$ cat src/rtl/divr_pkg.sv
package divr_pkg;

    typedef enum logic [1:0] {
        ST_IDLE = 2'd0,
        ST_RUN  = 2'd1,
        ST_FIX  = 2'd2
    } divr_state_e;

    function automatic logic op_wants_rem(input logic [1:0] op);
        return op[0];
    endfunction

    function automatic logic op_unsigned(input logic [1:0] op);
        return op[1];
    endfunction

endpackage

$ cat src/rtl/divr_prep.sv
module divr_prep #(
    parameter int XLEN = 32
) (
    input  logic [1:0]      op,
    input  logic [XLEN-1:0] dividend,
    input  logic [XLEN-1:0] divisor,
    output logic [XLEN-1:0] mag_a,
    output logic [XLEN-1:0] mag_b,
    output logic            neg_q,
    output logic            neg_r,
    output logic            zero_div,
    output logic            ovf
);
    import divr_pkg::*;

    localparam logic [XLEN-1:0] MOST_NEG = {1'b1, {(XLEN-1){1'b0}}};

    logic sgn_a, sgn_b;

    always_comb begin
        sgn_a    = !op_unsigned(op) && dividend[XLEN-1];
        sgn_b    = !op_unsigned(op) && divisor[XLEN-1];
        mag_a    = sgn_a ? (~dividend + 1'b1) : dividend;
        mag_b    = sgn_b ? (~divisor + 1'b1) : divisor;
        neg_q    = sgn_a ^ sgn_b;
        neg_r    = sgn_a;
        zero_div = (divisor == '0);
        ovf      = !op_unsigned(op) && (dividend == MOST_NEG) && (divisor == '1);
    end

endmodule

$ cat src/rtl/divr_step.sv
module divr_step #(
    parameter int XLEN = 32
) (
    input  logic [XLEN-1:0] rem_in,
    input  logic [XLEN-1:0] quo_in,
    input  logic [XLEN-1:0] dvs,
    output logic [XLEN-1:0] rem_out,
    output logic [XLEN-1:0] quo_out
);
    localparam int W = XLEN + 2;

    logic [W-1:0] shifted, trial, restored, rem_full;
    logic [1:0]   unused_hi;
    logic         qbit;

    always_comb begin
        shifted  = {1'b0, rem_in, quo_in[XLEN-1]};
        trial    = shifted - {2'b00, dvs};
        restored = trial + {2'b00, dvs};
        if (trial[W-1]) begin
            rem_full = restored;
            qbit     = 1'b0;
        end else begin
            rem_full = trial;
            qbit     = 1'b1;
        end
        rem_out   = rem_full[XLEN-1:0];
        unused_hi = rem_full[W-1:XLEN];
        quo_out   = {quo_in[XLEN-2:0], qbit};
    end

endmodule

$ cat src/rtl/divr_fix.sv
module divr_fix #(
    parameter int XLEN = 32
) (
    input  logic [XLEN-1:0] quo,
    input  logic [XLEN-1:0] rem,
    input  logic            neg_q,
    input  logic            neg_r,
    input  logic            sel_rem,
    output logic [XLEN-1:0] res
);
    logic [XLEN-1:0] q_s, r_s;

    always_comb begin
        q_s = neg_q ? (~quo + 1'b1) : quo;
        r_s = neg_r ? (~rem + 1'b1) : rem;
        res = sel_rem ? r_s : q_s;
    end

endmodule

$ cat src/rtl/divr_unit.sv
module divr_unit #(
    parameter int XLEN = 32
) (
    input  logic            clk,
    input  logic            rst_n,
    input  logic            start,
    input  logic [1:0]      op,
    input  logic [XLEN-1:0] dividend,
    input  logic [XLEN-1:0] divisor,
    output logic            busy,
    output logic            done,
    output logic [XLEN-1:0] result
);
    import divr_pkg::*;

    localparam int CW = $clog2(XLEN + 1);
    localparam logic [CW-1:0] LAST_STEP = CW'(XLEN - 1);

    typedef struct packed {
        divr_state_e     state;
        logic [CW-1:0]   cnt;
        logic [XLEN-1:0] rem;
        logic [XLEN-1:0] quo;
        logic [XLEN-1:0] dvs;
        logic            neg_q;
        logic            neg_r;
        logic            sel_rem;
        logic            done;
        logic [XLEN-1:0] result;
    } divr_regs_t;

    divr_regs_t st_d, st_q;

    logic [XLEN-1:0] mag_a, mag_b, step_rem, step_quo, fix_res;
    logic            neg_q, neg_r, zero_div, ovf;

    divr_prep #(.XLEN(XLEN)) u_prep (
        .op(op), .dividend(dividend), .divisor(divisor),
        .mag_a(mag_a), .mag_b(mag_b), .neg_q(neg_q), .neg_r(neg_r),
        .zero_div(zero_div), .ovf(ovf)
    );

    divr_step #(.XLEN(XLEN)) u_step (
        .rem_in(st_q.rem), .quo_in(st_q.quo), .dvs(st_q.dvs),
        .rem_out(step_rem), .quo_out(step_quo)
    );

    divr_fix #(.XLEN(XLEN)) u_fix (
        .quo(st_q.quo), .rem(st_q.rem), .neg_q(st_q.neg_q),
        .neg_r(st_q.neg_r), .sel_rem(st_q.sel_rem), .res(fix_res)
    );

    always_comb begin
        st_d      = st_q;
        st_d.done = 1'b0;
        unique case (st_q.state)
            ST_IDLE: begin
                if (start) begin
                    if (zero_div) begin
                        st_d.result = op_wants_rem(op) ? dividend : '1;
                        st_d.done   = 1'b1;
                    end else if (ovf) begin
                        st_d.result = op_wants_rem(op) ? '0 : dividend;
                        st_d.done   = 1'b1;
                    end else begin
                        st_d.state   = ST_RUN;
                        st_d.cnt     = '0;
                        st_d.rem     = '0;
                        st_d.quo     = mag_a;
                        st_d.dvs     = mag_b;
                        st_d.neg_q   = neg_q;
                        st_d.neg_r   = neg_r;
                        st_d.sel_rem = op_wants_rem(op);
                    end
                end
            end
            ST_RUN: begin
                st_d.rem = step_rem;
                st_d.quo = step_quo;
                st_d.cnt = st_q.cnt + 1'b1;
                if (st_q.cnt == LAST_STEP) begin
                    st_d.state = ST_FIX;
                end
            end
            ST_FIX: begin
                st_d.result = fix_res;
                st_d.done   = 1'b1;
                st_d.state  = ST_IDLE;
            end
            default: st_d.state = ST_IDLE;
        endcase
    end

    always_ff @(posedge clk) begin
        if (!rst_n) begin
            st_q       <= '0;
            st_q.state <= ST_IDLE;
        end else begin
            st_q <= st_d;
        end
    end

    assign busy   = (st_q.state != ST_IDLE);
    assign done   = st_q.done;
    assign result = st_q.result;

endmodule

$ cat config.mk
export PLATFORM = sky130hd
export DESIGN_NAME = divr_unit
export DESIGN_NICKNAME = d
export VERILOG_FILES = /design/src/rtl/divr_pkg.sv /design/src/rtl/divr_prep.sv /design/src/rtl/divr_step.sv /design/src/rtl/divr_fix.sv /design/src/rtl/divr_unit.sv
export SDC_FILE = /design/constraint.sdc
export NUM_CORES = 1
export LEC_CHECK = 0
export BUFFER_PORTS_ARGS = -buffer_cell sky130_fd_sc_hd__buf_2
export CAP_MARGIN = 40
export CORE_UTILIZATION = 30
export DETAILED_ROUTE_END_ITERATION = 6
export PLACE_DENSITY_LB_ADDON = 0.05
export REMOVE_ABC_BUFFERS = 1
export SYNTH_ARGS = -nofsm -noshare
export SYNTH_HDL_FRONTEND = slang
export SYNTH_HIERARCHICAL = 1
export SYNTH_SLANG_ARGS = --single-unit
$ cat constraint.sdc
create_clock -name clk -period 4.7 [get_ports clk]
set_input_delay 0.705 -clock clk [delete_from_list [all_inputs] [get_ports clk]]
set_output_delay 0.705 -clock clk [all_outputs]
set_load 0.05 [all_outputs]
==> results_tabular.tex, run 1 <==
\begin{tabular}{lr}
\hline
Metric & Value \\
\hline
\multicolumn{2}{l}{\textbf{Synth}} \\
Post-synthesis instance area & around 14000 µm² \\
Simple-Gate Fraction of Synth Area & 0.1758 \\
Share of synthesized cell area in full adder, half adder and majority cells & 0.07009 \\
Most common flop cell mapped by yosys & sky130\_fd\_sc\_hd\_\_dfxtp\_1 \\
Synthesized-area fraction occupied by ao, oa, aoi and oai cells & 0.2881 \\
Post-Syn Instances & roughly 1600 \\
Main combinational cell family by area after synthesis & compound AO/OA/AOI/OAI gates \\
Parity-gate share of the synthesized area counting xor and xnor cells & 0.1120 \\
EDFF count, synth & 0 \\
\#FFs+latches synth & 140 \\
Number of distinct library cells after synthesis & 90 \\
Share of synthesized area spent on multiplexers & 0.05161 \\
Warnings, synthesis & 6 \\
Ys async rst share & 0 \\
Average size of a mapped cell & between 8 and 9 µm² \\
Sequential element share of the synthesized area & 0.2061 \\
\multicolumn{2}{l}{\textbf{Setup path}} \\
Total buffers and inverters traversed by the critical path & 3 \\
Standard cell with the maximum stage delay on the critical path & sky130\_fd\_sc\_hd\_\_o311a\_1 \\
Arrival time at the worst endpoint & about 5.3 ns \\
Peak fanout along the critical path & 4 \\
Critical Path RT & a little over 5 ns \\
CP Class & register to register \\
Dominant delay contributor by cell family on the critical path & compound AO/OA/AOI/OAI gates \\
Category of the worst setup path launch point & register \\
Kind of capture point of the worst setup path & register \\
Worst-path cell chain & inv\_2 > ha\_4 > inv\_2 > fa\_2 > a211oi\_2 > o21bai\_2 > a21oi\_2 > o21bai\_2 > a21oi\_1 > xnor2\_1 > ha\_1 > a21o\_1 > a41oi\_4 > o41ai\_4 > buf\_4 > a31oi\_2 > nor2b\_1 > o21a\_1 > o311a\_1 > o41ai\_2 > xnor2\_1 > mux2\_4 > a22o\_1 \\
Largest stage delay, worst path & 0.40 ns \\
\multicolumn{2}{l}{\textbf{Power}} \\
Standby leakage power & between 6 and 7 nW \\
Pwr dens & between 700 and 800 nW/µm² \\
Post-layout power & around 11 mW \\
Maximum ir drop on the vdd rail & roughly 350 µV \\
\multicolumn{2}{l}{\textbf{Clock tree}} \\
Htree depth & 4 \\
Number of buffers created by CTS & 17 \\
Clock insertion delay at the later pin of the skew report & 0.45 ns \\
Num Clock Sinks & 140 \\
TritonCTS clock tree & yes \\
Clock root buffer master & sky130\_fd\_sc\_hd\_\_clkbuf\_16 \\
Hold buffer count at CTS & 0 \\
Number of buffers on the longest clock path & 2 \\
Clk slew on worst S/H paths & approximately 0.060 ns \\
\multicolumn{2}{l}{\textbf{Layout}} \\
Number of nets in the finished design & $\sim$1900 \\
Ant. Diodes & 0 \\
Fin area & 16110 µm² \\
Synth-to-Final Area Change & 18.45\% \\
Share of cells above drive strength 1 & 0.2518 \\
\multicolumn{2}{l}{\textbf{Placement}} \\
DP HPWL & about 35000 µm \\
Total of buffers placed on input and output ports & 102 \\
Placed cell area & between 15000 and 20000 µm² \\
Global placement routability congestion & about 0.87 \\
\multicolumn{2}{l}{\textbf{Hold path}} \\
Path type of the worst min-delay path & register to register \\
\multicolumn{2}{l}{\textbf{Die}} \\
Chip width & roughly 210 µm \\
Placement row count & 77 \\
Core Footprint & roughly 45000 µm² \\
Starting density of the core & 0.3056 \\
Number of top-level pins & $\sim$100 \\
Die Y-Extent & $\sim$210 µm \\
Area of the die & about 46000 µm² \\
\multicolumn{2}{l}{\textbf{Timing}} \\
Final number of setup-violating endpoints & 5 \\
Final count of pins violating max slew & 0 \\
Post-layout worst setup margin & -0.2200 ns \\
Slew headroom & 0.4452 \\
Final hold violation count & 0 \\
Part of the cycle the worst path needs & 1.047 \\
RSZ-0062 raised after global routing & yes \\
Actual transition at the worst max-transition pin & just over 0.8 ns \\
Highest attainable clock frequency & 0.2033 GHz \\
Fin Clk Skew & just under 0.007 ns \\
Setup TNS after final layout & -0.4285 ns \\
Final min period & around 5 ns \\
\multicolumn{2}{l}{\textbf{Drt}} \\
1st-pass router iterations & 5 \\
Initial DRC Count & 882 \\
Antenna-violating nets left & 0 \\
Remaining routing DRC violations & 0 \\
Post-detailed-route via-to-cell ratio & 5.454 \\
Average wire length per cell after detail routing & 19.66 µm \\
Detailed-route wire length & roughly 46000 µm \\
Detailed-route via count & between 10000 and 15000 \\
\multicolumn{2}{l}{\textbf{Run status}} \\
Failing checks & negative setup slack \\
Outcome & complete, but fails checks \\
\multicolumn{2}{l}{\textbf{Global routing}} \\
Total global routing track utilization & 0.2001 \\
Number of antenna violations at the first check in global routing & 0 \\
Overflow left after global routing & 0 \\
Largest net degree at the start of global routing & 71 \\
Number of global-route vias before repair & about 12000 \\
Global-route wire length before repair & 72970 µm \\
\multicolumn{2}{l}{\textbf{Job}} \\
Max-cap viol count & 0 \\
\hline
\end{tabular}
[cell usage after synthesis (all sizes together), types with 3 or more instances]
| cell | number | area (µm²) |
|---|---|---|
| dfxtp | 140 | 2803 |
| buf | 124 | 855.8 |
| nand2 | 92 | 345.3 |
| xnor2 | 92 | 805.8 |
| xor2 | 82 | 718.2 |
| ha | 73 | 913.4 |
| nor2 | 71 | 266.5 |
| o21ai | 66 | 330.3 |
| nand3 | 63 | 315.3 |
| a21oi | 61 | 327.8 |
| inv | 61 | 229.0 |
| clkbuf | 59 | 221.5 |
| a22o | 56 | 490.5 |
| nor3 | 50 | 261.5 |
| a311oi | 48 | 420.4 |
| mux2i | 45 | 450.4 |
| o31ai | 43 | 332.8 |
| o41ai | 34 | 372.9 |
| o221ai | 33 | 289.0 |
| nand4 | 30 | 215.2 |
| a211oi | 26 | 205.2 |
| nor4 | 23 | 186.4 |
| a31oi | 22 | 137.6 |
| mux2 | 22 | 251.5 |
| o211ai | 22 | 165.2 |
| nand2b | 20 | 132.6 |
| a21o | 19 | 142.6 |
| or3 | 19 | 120.1 |
| or4 | 15 | 131.4 |
| nor2b | 13 | 81.33 |
| o221a | 13 | 146.4 |
| o21bai | 12 | 90.09 |
| nand3b | 10 | 75.07 |
| o21a | 10 | 75.07 |
| or2 | 9 | 56.30 |
| and2 | 8 | 52.55 |
| a211o | 6 | 52.55 |
| nor3b | 6 | 61.31 |
| o31a | 6 | 52.55 |
| a2111oi | 4 | 78.82 |
| a41oi | 4 | 50.05 |
| a21boi | 3 | 26.28 |
[sequential cells by signal (all words and copies together), names as in the netlist]
register / flops
result: 32
done: 1
st_q: 107
[routing by layer]
metal / global-route usage / share of wire
met2: 0.3104 / 0.44
met5: 0 / 0
met4: 0.05500 / 0.017
met1: 0.2880 / 0.50
met3: 0.02534 / 0.043
[timing repair]
| action | CTS | global route |
|---|---|---|
| gates cloned | 0 | 0 |
| gates resized for setup | 32 | 39 |
| endpoints found under the hold margin | 0 | 0 |
| pin swaps | 24 | 62 |
| setup endpoints to repair | 12 | 14 |
| setup buffers | 5 | 10 |
[kinds of logic (layout without fill, tap and decap cells)]
logic type,after synthesis,in the layout
multiplexers,67,67
adder cells (fa/ha/maj),75,75
AO/OA/AOI/OAI,501,501
buffers and inverters,245,368
flip-flops,140,140
AND/OR/NAND/NOR,438,438
XOR/XNOR,174,174
[final cells by class]
type,instances,area [µm²]
flip-flops and latches,140,2811
repair buffers,274,1887
inverters,62,232.7
fillers,4670,28400
clock inverters,12,168.9
multi-input cells,1255,9814
clock buffers,20,456.7
well taps,592,740.7
[cell usage in the layout, fill, tap and decap left out, drive strengths merged, types with 7 or more instances in the layout]
cell type	count
or2	9
o211ai	22
o221ai	33
nand3	63
ha	73
and2	8
a22o	56
xnor2	92
mux2i	45
a311oi	48
clkbuf	20
a21o	19
o31ai	43
nand2	92
o41ai	34
nor3	50
o21bai	12
nand2b	20
xor2	82
nor2	71
nand4	30
inv	61
clkinv	7
mux2	22
or3	19
o221a	13
dfxtp	140
nor2b	13
a31oi	22
nor4	23
o21a	10
or4	15
a21oi	61
nand3b	10
o21ai	66
buf	274
a211oi	26
[worst min-delay path: cells and delay by family, from the launching register on]
family	cells	cell delay, ns
flip-flops	1	0.31
AO/OA/AOI/OAI	2	0.14
[path summary, 6_finish.rpt]
| kind | from | end | slack [ns] | cells after the start |
|---|---|---|---|---|
| setup / recovery | st_q[99] | st_q[119] | -0.22 | 23 |
| hold / removal | result[30] | result[30] | 0.50 | 2 |
| setup reg to reg | st_q[99] | st_q[119] | -0.22 | 23 |
| hold reg to reg | result[30] | result[30] | 0.50 | 2 |
[report_power, final]
group | internal (mW) | switching (mW) | total, mW
clock | 0.912 | 0.586 | 1.50
combinational | 3.93 | 4.38 | 8.31
sequential | 1.34 | 0.211 | 1.55
[metrics by stage]
step	hold WS (ns)	util	worst slack, ns	std cells
2_1_floorplan	0.4766	-	-2.217	1457
4_1_cts	0.5059	0.3566	-0.2779	2346
6_report	0.4992	0.3620	-0.2200	2355
3_5_place_dp	0.4968	0.3388	-0.5672	2309
5_1_grt	0.5314	0.3620	-0.4291	2355
3_3_place_gp	0.4934	0.3368	-0.4530	2304
No activity file was read; power rests on OpenSTA's default activity.
==> inputs of run 2 (changes only) <==
--- a/config.mk
+++ b/config.mk
@@ -8,10 +8,11 @@
 export BUFFER_PORTS_ARGS = -buffer_cell sky130_fd_sc_hd__buf_2
 export CAP_MARGIN = 40
 export CORE_UTILIZATION = 30
+export CTS_CLUSTER_DIAMETER = 200
 export DETAILED_ROUTE_END_ITERATION = 6
+export GPL_TIMING_DRIVEN = 0
 export PLACE_DENSITY_LB_ADDON = 0.05
 export REMOVE_ABC_BUFFERS = 1
 export SYNTH_ARGS = -nofsm -noshare
 export SYNTH_HDL_FRONTEND = slang
-export SYNTH_HIERARCHICAL = 1
 export SYNTH_SLANG_ARGS = --single-unit
==> results_tabular.tex, run 2 <==
\begin{tabular}{lr}
\hline
Metric & Value \\
\hline
\multicolumn{2}{l}{\textbf{Run status}} \\
Outcome & finished clean \\
\multicolumn{2}{l}{\textbf{Synth}} \\
Most common flop cell mapped by yosys & sky130\_fd\_sc\_hd\_\_dfxtp\_1 \\
Top-area cell type share of the netlist area & 0.2394 (+0.03339) \\
Average size of a mapped cell & 7.615 µm² (-8.2\%) \\
Ys async rst share & 0 (unchanged) \\
Number of distinct library cells after synthesis & 78 (-13\%) \\
Top cell type by total area after synthesis & sky130\_fd\_sc\_hd\_\_dfxtp\_1 \\
Sequential element share of the synthesized area & 0.2394 (+0.03339) \\
EDFF count, synth & 0 (unchanged) \\
Most frequent cell after synthesis & sky130\_fd\_sc\_hd\_\_nand2\_1 \\
Post-Syn Instances & 1537 (-6.3\%) \\
\#FFs+latches synth & 140 (unchanged) \\
Most instantiated cells after synthesis & 167 x sky130\_fd\_sc\_hd\_\_nand2\_1, 161 x sky130\_fd\_sc\_hd\_\_nor2\_1, 140 x sky130\_fd\_sc\_hd\_\_dfxtp\_1 \\
Warnings, synthesis & 0 (-6) \\
Leading post-synthesis cells by cell area & sky130\_fd\_sc\_hd\_\_dfxtp\_1 24\%, sky130\_fd\_sc\_hd\_\_ha\_1 7.7\%, sky130\_fd\_sc\_hd\_\_xnor2\_1 7.6\% \\
Post-synthesis instance area & 11700 µm² (-14\%) \\
\multicolumn{2}{l}{\textbf{Setup path}} \\
Worst R2R Start & st\_q[99] \\
CP Class & register to register \\
Cell depth of the worst flop-to-flop path & 24 (+4.3\%) \\
Arrival time at the worst endpoint & 4.86 ns (-0.40 ns) \\
Critical R2R Capture & st\_q[130] \\
Kind of capture point of the worst setup path & register \\
Peak fanout along the critical path & 4 (unchanged) \\
Largest stage delay, worst path & 0.36 ns (-0.04 ns) \\
Standard cell with the maximum stage delay on the critical path & sky130\_fd\_sc\_hd\_\_fa\_2 \\
Worst-case register-to-register setup slack & 0.16 ns (+0.38 ns) \\
Dominant delay contributor by cell family on the critical path & compound AO/OA/AOI/OAI gates \\
Critical Path RT & 5.03 ns (about the same) \\
Total buffers and inverters traversed by the critical path & 3 (unchanged) \\
Category of the worst setup path launch point & register \\
Worst-path cell chain & inv\_2 > ha\_4 > fa\_2 > nand2b\_4 > a21oi\_4 > buf\_4 > o211a\_1 > nor2\_1 > nor2\_2 > a21oi\_1 > o31ai\_2 > buf\_4 > xor2\_2 > ha\_2 > a21o\_1 > a21oi\_2 > o21bai\_2 > a21o\_1 > a21oi\_2 > o21ai\_1 > o41a\_1 > xor2\_1 > mux2i\_1 > o21ai\_1 \\
\multicolumn{2}{l}{\textbf{Layout}} \\
Ant. Diodes & 0 (unchanged) \\
Largest Register & st\_q \\
Share of cells above drive strength 1 & 0.1703 (-0.08156) \\
Number of flip-flops in the largest register & 107 (unchanged) \\
Most common cell after layout, fill and taps aside & sky130\_fd\_sc\_hd\_\_nand2\_1 \\
Final Core Density & 0.3663 (+0.004351) \\
Final cell count without fillers & 2126 (-9.7\%) \\
Synth-to-Final Area Change & 19.00\% \\
Number of nets in the finished design & 1745 (-7.9\%) \\
Commonest cells after routing, fill and taps aside & 167 x sky130\_fd\_sc\_hd\_\_nand2\_1, 155 x sky130\_fd\_sc\_hd\_\_nor2\_1, 135 x sky130\_fd\_sc\_hd\_\_dfxtp\_1 \\
Fin area & 13930 µm² (-14\%) \\
\multicolumn{2}{l}{\textbf{Power}} \\
Maximum ir drop on the vdd rail & 362.1 µV (+4.3\%) \\
Part of the power in the clock network & 0.141 (+0.009) \\
Int Power & 5.778 mW (-6.4\%) \\
P\_sw & 5.252 mW (+1.4\%) \\
Standby leakage power & 5.603 nW (-9.8\%) \\
Portion of total power attributed to sequential cells & 0.146 (+0.010) \\
Switching share of power & 0.4761 (+0.02011) \\
Share of total power in combinational logic & 0.713 (-0.019) \\
Pwr dens & 791.9 nW/µm² (+12\%) \\
\multicolumn{2}{l}{\textbf{Die}} \\
Core Footprint & 38020 µm² (-15\%) \\
Number of top-level pins & 103 (unchanged) \\
Chip width & 199.5 µm (-7.2\%) \\
Placement row count & 71 (-7.8\%) \\
Area of the die & 39810 µm² (-14\%) \\
Die Y-Extent & 199.5 µm (-7.2\%) \\
Starting density of the core & 0.3079 (+0.002263) \\
\multicolumn{2}{l}{\textbf{Clock tree}} \\
Hold buffer count at CTS & 0 (unchanged) \\
Clk slew on worst S/H paths & 0.06 ns (about the same) \\
Clock insertion delay at the later pin of the skew report & 0.44 ns (about the same) \\
TritonCTS clock tree & yes \\
Num Clock Sinks & 140 (unchanged) \\
Clock root buffer master & sky130\_fd\_sc\_hd\_\_clkbuf\_16 \\
Number of buffers on the longest clock path & 2 (unchanged) \\
Htree depth & 4 (unchanged) \\
Number of buffers created by CTS & 17 (unchanged) \\
\multicolumn{2}{l}{\textbf{Timing}} \\
Final number of setup-violating endpoints & 0 (-5) \\
Highest attainable clock frequency & 0.2204 GHz (+8.4\%) \\
Final hold violation count & 0 (unchanged) \\
Fin Clk Skew & 0.008566 ns (+0.001663 ns) \\
Final count of pins violating max slew & 0 (unchanged) \\
Part of the cycle the worst path needs & 0.9653 (-0.08146) \\
Actual transition at the worst max-transition pin & 0.9226 ns (+0.09805 ns) \\
Final min period & 4.537 ns (-0.3829 ns) \\
Setup TNS after final layout & 0 ns (+0.4285 ns) \\
Hold Worst Slack & 0.4592 ns (-0.04003 ns) \\
Slew headroom & 0.3792 (-0.06597) \\
\multicolumn{2}{l}{\textbf{Drt}} \\
Remaining routing DRC violations & 0 (unchanged) \\
Antenna-violating nets left & 0 (unchanged) \\
Post-detailed-route via-to-cell ratio & 5.284 (-3.1\%) \\
1st-pass router iterations & 6 (+1) \\
Detailed-route via count & 11233 (-13\%) \\
Detailed-route wire length & 40410 µm (-13\%) \\
Initial DRC Count & 735 (-17\%) \\
Average wire length per cell after detail routing & 19.01 µm (-3.3\%) \\
\multicolumn{2}{l}{\textbf{Placement}} \\
DP HPWL & 31360 µm (-11\%) \\
Total of buffers placed on input and output ports & 102 (unchanged) \\
Global placement routability congestion & 0.8900 (+2.4\%) \\
Placed insts & 2070 (-10\%) \\
Placed cell area & 12700 µm² (-16\%) \\
\multicolumn{2}{l}{\textbf{Hold path}} \\
Depth of the worst hold-timing path & 2 (unchanged) \\
Hold Path Sink & st\_q[67] \\
Path type of the worst min-delay path & register to register \\
HP Start & st\_q[67] \\
\multicolumn{2}{l}{\textbf{Global routing}} \\
Number of antenna violations at the first check in global routing & 1 (+1) \\
Total global routing track utilization & 0.2069 (+0.006749) \\
Number of global-route vias before repair & 10752 (-13\%) \\
Largest net degree at the start of global routing & 61 (-14\%) \\
Global-route wire length before repair & 63000 µm (-14\%) \\
Overflow left after global routing & 0 (unchanged) \\
\multicolumn{2}{l}{\textbf{Job}} \\
Max-cap viol count & 0 (unchanged) \\
\hline
\end{tabular}
-- run 2: cell count changes in the layout (fill, tap and decap cells not counted), sizes merged, moves of 23 or more --
cell    delta
buf      -129
nor2      +91
nand2     +75
a22o      -52
nand3     -49
a21oi     +48
a311oi    -47
o21ai     +32
o221ai    -32
a222oi    +28
mux2i     -25
nor3      -24
o41ai     -23
-- run 2: timing repair --
item	4_1_cts	5_1_grt
pin swaps	15	29
gates cloned	0	0
setup endpoints to repair	13	12
gates resized for setup	28	54
buffers inserted	10	14
-- run 2: worst register-to-register path: cells and delay by family, from the launching register on --
kind	cells	cell delay, ns
flops	1	0.34
fa+ha+maj	3	0.77
buf+inv	3	0.39
mux	1	0.19
simple gates	3	0.43
xor+xnor	2	0.25
compound gates	12	2.04
-- run 2: stage by stage --
step	power [mW]	setup WS [ns]
floorplan	6.661	0.2752
global placement	8.363	-2.141
detailed placement	8.360	-0.6446
CTS	10.37	-0.003255
global route	11.90	-0.04206
finish	11.03	0.1629
-- run 2: worst max path at each step --
stage              from         to  slack, ns  cells after the start
3_3_place_gp      op[1]   st_q[67]      -2.14                      9
3_5_place_dp   st_q[99]  st_q[125]      -0.64                     21
5_1_grt        st_q[99]  st_q[130]      -0.04                     24
4_1_cts        st_q[99]  st_q[130]     -0.003                     22
2_1_floorplan  st_q[99]  st_q[125]       0.28                     21
6_report       st_q[99]  st_q[130]       0.16                     24
-- run 2: final cells by class --
type,instances,area [µm²]
Clock buffer,21,470.5
Clock inverter,11,188.9
Fill cell,4091,24090
Inverter,62,235.2
Multi-Input combinational cell,1235,8601
Sequential cell,140,2809
Tap cell,511,639.4
Timing Repair Buffer,146,984.7
-- run 2: cells by family (layout without fill, tap and decap cells) --
kind of cell | Yosys count | after routing | share of synthesized area
xor gates and xnor gates | 183 | 183 | 0.1369
buffers and inverters | 162 | 240 | 0.06264
DFF | 140 | 140 | 0.2394
adders and majority gates | 74 | 74 | 0.08038
and+or+nand+nor | 490 | 490 | 0.1939
AOI/OAI and AO/OA | 468 | 468 | 0.2696
muxes | 20 | 20 | 0.01710
-- run 2: routing by layer --
layer  part of all wire  global-route usage  up-vias
met5                  0                   0        -
met2               0.44              0.3264      233
li1                   -                   -     5677
met1               0.51              0.2924     5295
met3              0.037             0.03122       28
met4              0.014             0.04948        0
-- run 2: power by group through the flow --
stage | sequential (mW) | combinational (mW) | clock, mW
after detailed placement | 1.63 | 6.73 | 0
after global placement | 1.63 | 6.73 | 0
after global routing | 1.64 | 8.62 | 1.64
after floorplan | 1.54 | 5.12 | 0
final | 1.61 | 7.87 | 1.56
after CTS | 1.60 | 7.17 | 1.60
